File: src/rtl/spi_sck_pkg.sv
package spi_sck_pkg;

    typedef enum logic [2:0] {
        ST_IDLE   = 3'd0,
        ST_SETUP  = 3'd1,
        ST_ACTIVE = 3'd2,
        ST_FAST   = 3'd3,
        ST_HOLD   = 3'd4
    } sck_state_e;

    localparam logic [1:0] LANE_X1 = 2'b00;
    localparam logic [1:0] LANE_X2 = 2'b01;

    localparam int SIG_CPOL_BIT = 0;
    localparam int SIG_OPH_BIT  = 1;
    localparam int SIG_IPH_BIT  = 2;

endpackage

File: src/rtl/sck_div_decode.sv
module sck_div_decode #(
    parameter int DIV_W = 8
) (
    input  logic [DIV_W-1:0] div_i,
    output logic             fast_o,
    output logic [DIV_W-1:0] lead_m1_o,
    output logic [DIV_W-1:0] act_m1_o
);
    localparam int FULL_W = DIV_W + 1;

    logic [FULL_W-1:0] period_n;
    logic [FULL_W-1:0] lead_len;
    logic [FULL_W-1:0] act_len;
    logic [FULL_W-1:0] lead_m1;
    logic [FULL_W-1:0] act_m1;

    always_comb begin
        if (div_i == '0) begin
            period_n = FULL_W'(1) << DIV_W;
        end else begin
            period_n = {1'b0, div_i};
        end
        lead_len  = (period_n + FULL_W'(1)) >> 1;
        act_len   = period_n >> 1;
        lead_m1   = lead_len - FULL_W'(1);
        act_m1    = (act_len == '0) ? '0 : (act_len - FULL_W'(1));
        lead_m1_o = lead_m1[DIV_W-1:0];
        act_m1_o  = act_m1[DIV_W-1:0];
        fast_o    = (div_i == DIV_W'(1));
    end
endmodule

File: src/rtl/sck_group_calc.sv
module sck_group_calc #(
    parameter int NB_W = 8
) (
    input  logic [1:0]      lanes_i,
    input  logic [NB_W-1:0] nbits_i,
    output logic [NB_W-1:0] groups_o
);
    import spi_sck_pkg::*;

    localparam int EXT_W = NB_W + 2;

    logic [EXT_W-1:0] ext;
    logic [EXT_W-1:0] sum2;
    logic [EXT_W-1:0] sum4;

    always_comb begin
        ext  = {2'b00, nbits_i};
        sum2 = ext + EXT_W'(1);
        sum4 = ext + EXT_W'(3);
        if (lanes_i == LANE_X1) begin
            groups_o = nbits_i;
        end else if (lanes_i == LANE_X2) begin
            groups_o = sum2[NB_W:1];
        end else begin
            groups_o = sum4[NB_W+1:2];
        end
    end
endmodule

File: src/rtl/sck_edge_fsm.sv
module sck_edge_fsm #(
    parameter int DIV_W = 8,
    parameter int NB_W  = 8
) (
    input  logic             clk,
    input  logic             rst_n,
    input  logic             en_i,
    input  logic [2:0]       sig_i,
    input  logic             fast_i,
    input  logic [DIV_W-1:0] lead_m1_i,
    input  logic [DIV_W-1:0] act_m1_i,
    input  logic [NB_W-1:0]  groups_i,
    output logic             idle_o,
    output logic             fast_o,
    output logic             act_o,
    output logic             cpol_o,
    output logic             shift_o,
    output logic             sample_o,
    output logic             done_o
);
    import spi_sck_pkg::*;

    sck_state_e       state_q, state_d;
    logic [DIV_W-1:0] cnt_q, cnt_d;
    logic [DIV_W-1:0] lead_m1_q, lead_m1_d;
    logic [DIV_W-1:0] act_m1_q, act_m1_d;
    logic [NB_W-1:0]  grp_q, grp_d;
    logic             cpol_q, cpol_d;
    logic             oph_q, oph_d;
    logic             iph_q, iph_d;
    logic             act_q, act_d;
    logic             shift_q, shift_d;
    logic             sample_q, sample_d;

    // next-state and datapath
    always_comb begin
        state_d   = state_q;
        cnt_d     = cnt_q;
        grp_d     = grp_q;
        lead_m1_d = lead_m1_q;
        act_m1_d  = act_m1_q;
        cpol_d    = cpol_q;
        oph_d     = oph_q;
        iph_d     = iph_q;
        act_d     = act_q;
        shift_d   = 1'b0;
        sample_d  = 1'b0;
        if (!en_i) begin
            state_d = ST_IDLE;
            act_d   = 1'b0;
        end else begin
            unique case (state_q)
                ST_IDLE: begin
                    act_d = 1'b0;
                    if (groups_i != '0) begin
                        grp_d     = groups_i;
                        lead_m1_d = lead_m1_i;
                        act_m1_d  = act_m1_i;
                        cpol_d    = sig_i[SIG_CPOL_BIT];
                        oph_d     = sig_i[SIG_OPH_BIT];
                        iph_d     = sig_i[SIG_IPH_BIT];
                        cnt_d     = lead_m1_i;
                        state_d   = fast_i ? ST_FAST : ST_SETUP;
                    end
                end
                ST_SETUP: begin
                    if (cnt_q == '0) begin
                        state_d  = ST_ACTIVE;
                        act_d    = 1'b1;
                        cnt_d    = act_m1_q;
                        sample_d = !iph_q;
                        shift_d  = oph_q;
                    end else begin
                        cnt_d = cnt_q - DIV_W'(1);
                    end
                end
                ST_ACTIVE: begin
                    if (cnt_q == '0) begin
                        act_d    = 1'b0;
                        sample_d = iph_q;
                        if (grp_q == NB_W'(1)) begin
                            state_d = ST_HOLD;
                        end else begin
                            state_d = ST_SETUP;
                            cnt_d   = lead_m1_q;
                            grp_d   = grp_q - NB_W'(1);
                            shift_d = !oph_q;
                        end
                    end else begin
                        cnt_d = cnt_q - DIV_W'(1);
                    end
                end
                ST_FAST: begin
                    grp_d = grp_q - NB_W'(1);
                    if (grp_q == NB_W'(1)) begin
                        state_d = ST_HOLD;
                    end
                end
                ST_HOLD: begin
                    state_d = ST_HOLD;
                end
                default: begin
                    state_d = ST_IDLE;
                end
            endcase
        end
    end

    // state register
    always_ff @(posedge clk or negedge rst_n) begin
        if (!rst_n) begin
            state_q   <= ST_IDLE;
            cnt_q     <= '0;
            grp_q     <= '0;
            lead_m1_q <= '0;
            act_m1_q  <= '0;
            cpol_q    <= 1'b0;
            oph_q     <= 1'b0;
            iph_q     <= 1'b0;
            act_q     <= 1'b0;
            shift_q   <= 1'b0;
            sample_q  <= 1'b0;
        end else begin
            state_q   <= state_d;
            cnt_q     <= cnt_d;
            grp_q     <= grp_d;
            lead_m1_q <= lead_m1_d;
            act_m1_q  <= act_m1_d;
            cpol_q    <= cpol_d;
            oph_q     <= oph_d;
            iph_q     <= iph_d;
            act_q     <= act_d;
            shift_q   <= shift_d;
            sample_q  <= sample_d;
        end
    end

    // outputs
    always_comb begin
        idle_o   = (state_q == ST_IDLE);
        fast_o   = (state_q == ST_FAST);
        act_o    = act_q;
        cpol_o   = cpol_q;
        shift_o  = shift_q | fast_o;
        sample_o = sample_q | fast_o;
        done_o   = sample_q | fast_o;
    end


    dis_quiet_chk: assert property (@(posedge clk) disable iff (!rst_n)
        !en_i |=> (state_q == ST_IDLE && !shift_o && !sample_o));


    half_bound_chk: assert property (@(posedge clk) disable iff (!rst_n)
        (state_q == ST_SETUP || state_q == ST_ACTIVE) |-> (cnt_q <= lead_m1_q));


    grp_live_chk: assert property (@(posedge clk) disable iff (!rst_n)
        (state_q == ST_SETUP || state_q == ST_ACTIVE || state_q == ST_FAST) |-> (grp_q != '0));


    trail_sample_chk: assert property (@(posedge clk) disable iff (!rst_n)
        (sample_q && !act_q) |-> iph_q);


    lead_sample_chk: assert property (@(posedge clk) disable iff (!rst_n)
        (sample_q && act_q) |-> !iph_q);


    lead_shift_chk: assert property (@(posedge clk) disable iff (!rst_n)
        (shift_q && act_q) |-> oph_q);


    hold_keep_chk: assert property (@(posedge clk) disable iff (!rst_n)
        (state_q == ST_HOLD && en_i) |=> (state_q == ST_HOLD && !shift_o && !sample_o && !act_q));

endmodule

File: src/rtl/spi_sck_phase_gen.sv
module spi_sck_phase_gen #(
    parameter int DIV_W = 8,
    parameter int NB_W  = 8
) (
    input  logic             clk,
    input  logic             rst_n,
    input  logic             en_i,
    input  logic [DIV_W-1:0] div_i,
    input  logic [2:0]       sig_i,
    input  logic [1:0]       lanes_i,
    input  logic [NB_W-1:0]  nbits_i,
    output logic             sck_o,
    output logic             shift_o,
    output logic             sample_o,
    output logic             group_done_o
);
    import spi_sck_pkg::*;

    logic             fast_cfg;
    logic [DIV_W-1:0] lead_m1;
    logic [DIV_W-1:0] act_m1;
    logic [NB_W-1:0]  groups;
    logic             in_idle;
    logic             in_fast;
    logic             act;
    logic             cpol;

    sck_div_decode #(.DIV_W(DIV_W)) div_dec_i (
        .div_i     (div_i),
        .fast_o    (fast_cfg),
        .lead_m1_o (lead_m1),
        .act_m1_o  (act_m1)
    );

    sck_group_calc #(.NB_W(NB_W)) grp_calc_i (
        .lanes_i  (lanes_i),
        .nbits_i  (nbits_i),
        .groups_o (groups)
    );

    sck_edge_fsm #(.DIV_W(DIV_W), .NB_W(NB_W)) edge_fsm_i (
        .clk       (clk),
        .rst_n     (rst_n),
        .en_i      (en_i),
        .sig_i     (sig_i),
        .fast_i    (fast_cfg),
        .lead_m1_i (lead_m1),
        .act_m1_i  (act_m1),
        .groups_i  (groups),
        .idle_o    (in_idle),
        .fast_o    (in_fast),
        .act_o     (act),
        .cpol_o    (cpol),
        .shift_o   (shift_o),
        .sample_o  (sample_o),
        .done_o    (group_done_o)
    );

    // serial clock: live idle level when idle, gated system clock at full rate
    always_comb begin
        if (in_idle) begin
            sck_o = sig_i[SIG_CPOL_BIT];
        end else begin
            sck_o = cpol ^ (act | (in_fast & ~clk));
        end
    end


    done_pair_chk: assert property (@(posedge clk) disable iff (!rst_n)
        group_done_o |-> sample_o);

endmodule

File: config.mk
export PLATFORM = sky130hd
export DESIGN_NAME = spi_sck_phase_gen
export DESIGN_NICKNAME = d
export VERILOG_FILES = /design/src/rtl/spi_sck_pkg.sv /design/src/rtl/sck_div_decode.sv /design/src/rtl/sck_group_calc.sv /design/src/rtl/sck_edge_fsm.sv /design/src/rtl/spi_sck_phase_gen.sv
export SDC_FILE = /design/constraint.sdc
export NUM_CORES = 1
export LEC_CHECK = 0
export ABC_AREA = 1
export CELL_PAD_IN_SITES_DETAIL_PLACEMENT = 2
export CELL_PAD_IN_SITES_GLOBAL_PLACEMENT = 2
export CORE_ASPECT_RATIO = 0.6
export CORE_MARGIN = 2
export CORE_UTILIZATION = 26
export CTS_CLUSTER_SIZE = 16
export DETAILED_ROUTE_END_ITERATION = 10
export DONT_BUFFER_PORTS = 1
export PLACE_DENSITY = 0.71
export SLEW_MARGIN = 10
export SYNTH_ARGS = -nofsm -noshare
export SYNTH_HDL_FRONTEND = slang
export SYNTH_HIERARCHICAL = 1
export SYNTH_SLANG_ARGS = --single-unit
File: constraint.sdc
create_clock -name clk -period 3.3 [get_ports clk]
set_input_delay 0.495 -clock clk [delete_from_list [all_inputs] [get_ports clk]]
set_output_delay 0.495 -clock clk [all_outputs]
set_load 0.02 [all_outputs]
# [After elaboration in Yosys (flattened, before gate mapping)]
# Cells that the tools add are included.
[word_totals] out_inout_bits=4 memories=0 latch_bits=0 ramBits=0 input_bits=24 register_bits=41 rom_bits=0 word_cells=90
[op_classes] n_lt_le_gt_ge=0 shift=0 mul=0 add_sub_neg=7 div_mod_pow=0 n_eq_ne=16 bitwise_logic=6 n_reduce_logical=15 muxes=35
[op_table] op="$mux 8" n=10
[op_table] op="$pmux 8 s3" n=2
[op_table] op="$sub 8x1->8 const B" n=4
[op_table] op="$mux 3" n=6
[op_table] op="$eq 8x1->1 const B" n=2
[op_table] op="$logic_not 8->1" n=2
[op_table] op="$pmux 3 s5" n=1
[op_table] op="$mux 1" n=11
[op_table] op="$add 8x1->9 const B" n=1
[op_table] op="$add 8x2->9 const B" n=1
[op_table] op="$add 9x1->9 const B" n=1
[op_table] op="$logic_not 9->1" n=1
[op_table] op="$mux 9" n=1
[op_table] op="$ne 3x2->1 const B" n=3
[op_table] op="$reduce_and 4->1" n=2
[op_table] op="$reduce_bool 8->1" n=1
[op_table] op="$eq 3x2->1 const B" n=2
[op_table] op="$ne 3x3->1 const B" n=2
[op_table] op="$reduce_and 3->1" n=2
[op_table] op="$reduce_bool 3->1" n=2
[op_table] op="$reduce_and 5->1" n=1
[op_table] op="$ne 2x2->1 const B" n=2
[op_table] op="$ne 4x1->1 const B" n=1
[op_table] op="$pmux 1 s2" n=2
[op_table] op="other kinds (13)" n=16

# [Depth between registers and ports, before layout]
# Gate-level depths: netlist (run 1).
[depth] depth_word=7 ltp_mapped=18 mapped_depth_nobuf=17

# [Cells and area by module]
# Netlist (run 1), hierarchy kept.
[by_module_without_submodules] mod="sck_edge_fsm" instances=1 seq_area_each_um2=1026.0 cells_each=369 area_per_inst_um2=2567.5
[by_module_without_submodules] mod="sck_div_decode" instances=1 seq_area_each_um2=0.0 cells_each=110 area_per_inst_um2=523.0
[by_module_without_submodules] mod="sck_group_calc" instances=1 seq_area_each_um2=0.0 cells_each=84 area_per_inst_um2=429.2
[by_module_without_submodules] mod="spi_sck_phase_gen" instances=1 seq_area_each_um2=0.0 cells_each=11 area_per_inst_um2=46.3

==> flow_summary_export.csv, run 1 <==
group,metric,value,unit
run_status,run_status,"completed",
sta,hold_violations,0,
sta,tns,0,ns
floorplanning,die_x,155.2,um
route,wl_per_cell,17.54,um
route,drt_iter0_markers,196,
route,drcViolationCount,0,
global_route,grt_usage,18.98,%
sta,final-setup-viol-count,0,
logic_synthesis,synth_seq_area_share,28.77,%
logic_synthesis,synth_cell_types,36,
global_route,grt_pass1_vias,3970,
logic_synthesis,synthTopCellsByCount,"199 x nand2_1, 72 x inv_1, 60 x nand3_1, 50 x nor2_1, 41 x dfrtp_1",
logic_synthesis,synth_largest_area_cell,"dfrtp_1",
cells_and_area,nFillCells,1680,
worst_setup_path,worstPathArrival,2.66,ns
global_route,overflow,0,
floorplanning,start_util,26.33,%
logic_synthesis,synth_cells,574,
cells_and_area,fin_util,29.81,%
worst_setup_path,worstSetupEndpointType,"output port",
cells_and_area,nets,610,
logic_synthesis,syn_nets,608,
pwr,leakage,2.097,nW
cells_and_area,area_growth,13.23,%
clock_network,path_clk_slew,0.07,ns
cells_and_area,seq_area,1026,um2
sta,worst_hold_slack,0.3065,ns
logic_synthesis,synth_top_flop_cell,"dfrtp_1",
global_route,grt_max_degree,33,
worst_setup_path,worstSetupStartpoint,"clk",
placement,gp_congestion,0.8906,
route,ant_nets,0,
placement,place_area,3697,um2
worst_setup_path,path_class,"clock port to output port",
pwr,p_per_area,805.4,nW/um2
logic_synthesis,synth_area,3566,um2
worst_setup_path,critical_path.max_fanout,14,
pwr,vdd_drop_max,0.3027,mV
clock_network,insertion_delay,0.34,ns
cells_and_area,drive_gt1_share,10.90,%
cells_and_area,fin_area,4038,um2
route,vias,3726,
logic_synthesis,synth_top_area_share,28.77,%
logic_synthesis,yosysWarningCount,6,
pwr,power,3.252,mW
floorplanning,ios,28,
placement,port_buffers,0,
logic_synthesis,synth_edf_count,0,
worst_setup_path,cp.required,2.80,ns
placement,hpwl,9.867,mm
route,drtPass1Iterations,4,
sta,grt_setup_unrepaired,"no",
flow_run,drv_cap,0,
sta,worst_pin_slew,0.6337,ns
logic_synthesis,synth.most_common_cell,"nand2_1",
floorplanning,core-area,13540,um2
floorplanning,fp.dieArea,14700,um2
clock_network,cts_setup_buffers,0,
global_route,antenna_found_initial,0,
floorplanning,fp-row-count,33,
cells_and_area,multi_input_area,2165,um2
global_route,grt_pass1_wl,21.31,mm
hold_path,hp-start,"sig_i[0]",
placement,place_inst,737,
route,routed_wl,13.21,mm
worst_setup_path,r2r-start,"edge_fsm_i/cnt_q[0]$_DFFE_PN0P_",
logic_synthesis,synth_seq_cells,41,
sta,drv_slew,0,
cells_and_area,final_cell_count_no_fill,753,
placement,pre_cts_slack,0.7637,ns
hold_path,worstHoldPathType,"primary input to flip-flop",
logic_synthesis,syn_area_per_cell,6.212,um2
route,vias_per_cell,4.948,
cells_and_area,n_antenna_cell,0,
floorplanning,fp.dieH,94.72,um
sta,worst_slack,0.1424,ns
logic_synthesis,async_flop_share,100.0,%
sta,finClkSkew,0.1736,ns
worst_setup_path,startpoint_type,"clock port",
logic_synthesis,yosys-top-cells-area,"dfrtp_1 29%, nand2_1 21%, nand3_1 8.4%",
sta,slew_headroom,57.71,%
clock_network,cts_tree,"yes",
==> worst paths after layout <==
check	cells after the start	to	slack [ns]
min in group asynchronous	1	edge_fsm_i/grp_q[0]$_DFFE_PN0P_	0.56
max	9	sck_o	0.14
max in group asynchronous	1	edge_fsm_i/act_o$_DFFE_PN0P_	2.32
max reg2reg	6	edge_fsm_i/shift_q$_DFF_PN0_	1.03
min	2	edge_fsm_i/cpol_o$_DFFE_PN0P_	0.31
min reg2reg	2	edge_fsm_i/lead_m1_q[2]$_DFFE_PN0P_	0.48
==> area by class of cell <==
class,count,area share (%)
repair buffers,4,1.240
flip-flops and latches,41,25.41
multi-input cells,440,53.61
well taps,175,5.423
clock buffers,9,5.051
inverters,80,7.468
clock inverters,4,1.797
==> state kept, by name (all words and copies together) (netlist names), 3 cells and up <==
register,count
edge_fsm_i/cnt_q,8
edge_fsm_i/act_m1_q,8
edge_fsm_i/state_q,3
edge_fsm_i/lead_m1_q,8
edge_fsm_i/grp_q,8
==> critical path, cell delays in order <==
cell and delay, ns:
clkbuf_16 0.16, clkbuf_16 0.15, clkbuf_16 0.13, inv_1 0.05
nand2_2 0.08, clkbuf_16 0.18, nand3_2 0.06, nand3_2 0.10
nand2_4 0.10
==> power breakdown <==
part	switching, mW	internal, mW
clock network	0.275	0.514
logic	1.12	0.466
registers	0.161	0.719
total	1.55	1.70
==> per-layer routing <==
metal  track usage, %  part of all wire [%]  vias to the layer above
li1                 -                     -                     1806
met1            28.95                    53                     1858
met2            28.70                    43                       56
met3            2.432                   4.0                        6
met4            3.440                  0.58                        0
met5                0                     0                        -
==> logic make-up (layout without fill, tap and decap cells) <==
| group | count (synthesis) | in the layout | synth area share (%) |
|---|---|---|---|
| AND/OR/NAND/NOR | 350 | 350 | 43.72 |
| buffers and inverters | 93 | 97 | 11.02 |
| AO/OA/AOI/OAI | 73 | 73 | 11.40 |
| flip-flops | 41 | 41 | 28.77 |
| adder cells (fa/ha/maj) | 10 | 10 | 3.509 |
| XOR/XNOR | 6 | 6 | 1.474 |
| other | 1 | 1 | 0.1052 |
==> cells in the final DEF, fill, tap and decap left out, types with 3 or more instances in the layout <==
master,synthesis,routed
a21oi_1,27,27
clkbuf_16,0,8
dfrtp_1,41,41
dlygate4sd3_1,0,3
ha_1,10,10
inv_1,72,72
inv_2,8,8
nand2_1,199,198
nand2_2,10,10
nand2_4,4,5
nand3_1,60,58
nand4_1,5,5
nor2_1,50,50
nor2_2,10,10
nor2_4,5,5
o21ai_0,20,20
o21ai_1,11,11
o21ai_2,4,4
or2_2,3,3
xor2_1,4,4
==> what timing repair did <==
action,CTS,global route
hold endpoints to repair,32,8
pin swaps,2,2
hold buffers,2,2
setup endpoints to repair,1,1
resized for setup,4,0
Power figures use the tool's default switching activity.
==> inputs of run 2 (changes only) <==
Settings changed: CTS_CLUSTER_DIAMETER set to 150, PLACE_DENSITY 0.71 to 0.69, SYNTH_HIERARCHICAL 1 to unset.
==> run 2 against run 1 <==
  * Synthesized cell count is 13% lower
  * Global-route usage shrank 0.42 points
  * Cell count is 11% lower
  * Hold slack worse by 0.094 ns
  * First-iteration DRC count is 36% lower
  * Sequential cell count did not move
  * Routed wire length down 11%
  * Synthesized area decreased by 5.2%
  * Clock-buffer cell count increased by 1
  * Clock power fell by 11%
  * Critical path type unchanged
  * Critical endpoint unchanged
  * Largest power group unchanged
==> flow_summary_export.csv, run 2 <==
group,metric,value,unit
run_status,run_status,"completed",
route,ant_nets,0,
logic_synthesis,syn_nets,537,
placement,port_buffers,0,
placement,place_area,3498,um2
worst_setup_path,path_class,"clock port to output port",
logic_synthesis,synth_cells,500,
cells_and_area,nFillCells,1526,
floorplanning,start_util,26.46,%
worst_setup_path,worstSetupEndpointType,"output port",
route,drtPass1Iterations,4,
pwr,p_sw,1.432,mW
pwr,clkPwrFrac,23.0,%
logic_synthesis,syn_area_per_cell,6.759,um2
pwr,power.internal,1.624,mW
pwr,vdd_drop_max,0.2733,mV
sta,grt_setup_unrepaired,"no",
cells_and_area,fin_area,3754,um2
logic_synthesis,synthTopCellsByCount,"144 x nand2_1, 61 x inv_1, 55 x nand3_1, 41 x dfrtp_1, 36 x nor2_1",
clock_network,insertion_delay,0.40,ns
logic_synthesis,synth_seq_area_share,30.36,%
route,drcViolationCount,0,
logic_synthesis,synth_largest_area_cell,"dfrtp_1",
cells_and_area,final_cell_mix,"144 x nand2_1, 61 x inv_1, 55 x nand3_1",
floorplanning,fp.dieArea,13960,um2
clock_network,cts_tree,"yes",
cells_and_area,nets,537,
cells_and_area,drive_gt1_share,7.200,%
hold_path,worstHoldPathType,"primary input to flip-flop",
floorplanning,fp-row-count,32,
global_route,grt_usage,18.55,%
sta,drv_slew,0,
sta,hold_violations,0,
placement,gp_congestion,0.8561,
logic_synthesis,synth_top_area_share,30.36,%
placement,hpwl,9.174,mm
global_route,grt_pass1_vias,3605,
floorplanning,fp.dieH,92.31,um
route,drt_iter0_markers,125,
logic_synthesis,synth_edf_count,0,
sta,tns,0,ns
logic_synthesis,synth_top_flop_cell,"dfrtp_1",
route,wl_per_cell,17.58,um
worst_setup_path,worstPathArrival,2.67,ns
cells_and_area,final_common_cell,"nand2_1",
sta,worst_pin_slew,0.6332,ns
logic_synthesis,synth_seq_cells,41,
global_route,overflow,0,
route,vias,3319,
pwr,p_sw_share,46.86,%
worst_setup_path,critical_path.max_fanout,2,
cells_and_area,n_antenna_cell,0,
floorplanning,core-area,12770,um2
pwr,pwr-share-seq,29.7,%
pwr,leakage,1.840,nW
flow_run,drv_cap,0,
logic_synthesis,yosys-top-cells-area,"dfrtp_1 30%, nand2_1 16%, nand3_1 8.1%",
route,routed_wl,11.78,mm
global_route,grt_max_degree,42,
sta,final-setup-viol-count,0,
pwr,pwr-share-comb,47.4,%
cells_and_area,area_growth,11.07,%
logic_synthesis,yosysWarningCount,0,
sta,finClkSkew,0.005271,ns
route,vias_per_cell,4.954,
sta,slew_headroom,57.34,%
clock_network,path_clk_slew,0.06,ns
floorplanning,ios,28,
logic_synthesis,async_flop_share,100.0,%
worst_setup_path,startpoint_type,"clock port",
floorplanning,die_x,151.2,um
logic_synthesis,synth_cell_types,37,
logic_synthesis,synth_area,3379,um2
global_route,antenna_found_initial,0,
logic_synthesis,synth.most_common_cell,"nand2_1",
global_route,grt_pass1_wl,19.83,mm
worst_setup_path,cp.required,2.80,ns
pwr,p_per_area,813.9,nW/um2
run 2: changes by cell type after synthesis, sizes merged, moves of 8 or more:
cell,change
nand2,-64
nor2,-21
inv,-17
a21oi,-16
o21ai,+16
xor2,+8
run 2: logic make-up (layout without fill, tap and decap cells):
logic type | count (synthesis) | after routing | synth area share (%)
simple gates | 273 | 273 | 36.80
flops | 41 | 41 | 30.36
compound gates | 80 | 80 | 13.59
fa+ha+maj | 13 | 13 | 4.813
buf+inv | 75 | 75 | 9.774
xor+xnor | 18 | 18 | 4.665
run 2: power by group through the flow:
stage | combinational (mW) | sequential [mW] | clock, mW
floorplan | 1.11 | 0.838 | 0.0245
global placement | 1.35 | 0.901 | 0.0245
detailed placement | 1.42 | 0.910 | 0.0245
CTS | 1.46 | 0.906 | 0.722
global route | 1.65 | 0.944 | 0.739
finish | 1.45 | 0.906 | 0.701
run 2: metrics by stage:
stage	instances	utilization (%)	worst slack, ns	total power [mW]	hold slack (ns)
floorplan	500	-	0.5468	1.977	0.1994
global placement	658	27.39	0.5421	2.276	0.2013
detailed placement	658	27.39	0.4575	2.350	0.2008
CTS	670	29.39	0.07280	3.086	0.2080
global route	670	29.39	0.01395	3.329	0.2332
finish	670	29.39	0.1375	3.055	0.2122
run 2: critical path, cell delays in order:
cell and delay [ns]:
clkbuf_16 0.12, clkbuf_16 0.13, o21ai_1 0.29, xor2_1 0.17
nand2_1 0.06, o21ai_0 0.25
run 2: worst paths after layout:
| kind | end | cells past startpoint | slack [ns] | startpoint |
|---|---|---|---|---|
| worst max-delay path | sck_o | 6 | 0.14 | clk |
| worst min-delay path | edge_fsm_i.iph_q$_DFFE_PN0P_ | 2 | 0.21 | sig_i[2] |
| worst min register to register | edge_fsm_i.lead_m1_q[6]$_DFFE_PN0P_ | 2 | 0.49 | edge_fsm_i.lead_m1_q[6]$_DFFE_PN0P_ |
| worst max register to register | edge_fsm_i.cnt_q[6]$_DFFE_PN0P_ | 11 | 0.73 | edge_fsm_i.grp_q[1]$_DFFE_PN0P_ |
| min in group asynchronous | edge_fsm_i.lead_m1_q[4]$_DFFE_PN0P_ | 2 | 0.58 | rst_n |
| max in group asynchronous | edge_fsm_i.grp_q[1]$_DFFE_PN0P_ | 2 | 2.48 | rst_n |
run 2: routing by layer:
metal / track usage (%) / up-vias / share of wire (%)
li1: - / 1632 / -
met1: 29.63 / 1627 / 56
met2: 24.47 / 54 / 38
met3: 4.335 / 6 / 4.7
met4: 4.206 / 0 / 0.77
met5: 0 / - / 0
run 2: area by class of cell:
class / instances / area, um2 / area share, %
well taps: 170 / 212.7 / 5.667
repair buffers: 2 / 37.54 / 1.000
flip-flops and latches: 41 / 1026 / 27.33
clock buffers: 10 / 217.7 / 5.800
inverters: 63 / 236.5 / 6.300
multi-input cells: 384 / 2023 / 53.90
run 2: what timing repair did:
item	in CTS	in global routing
setup buffers	0	0
gates resized for setup	1	0
hold buffers	2	0
endpoints found under the setup margin	1	0
hold endpoints to repair	41	0
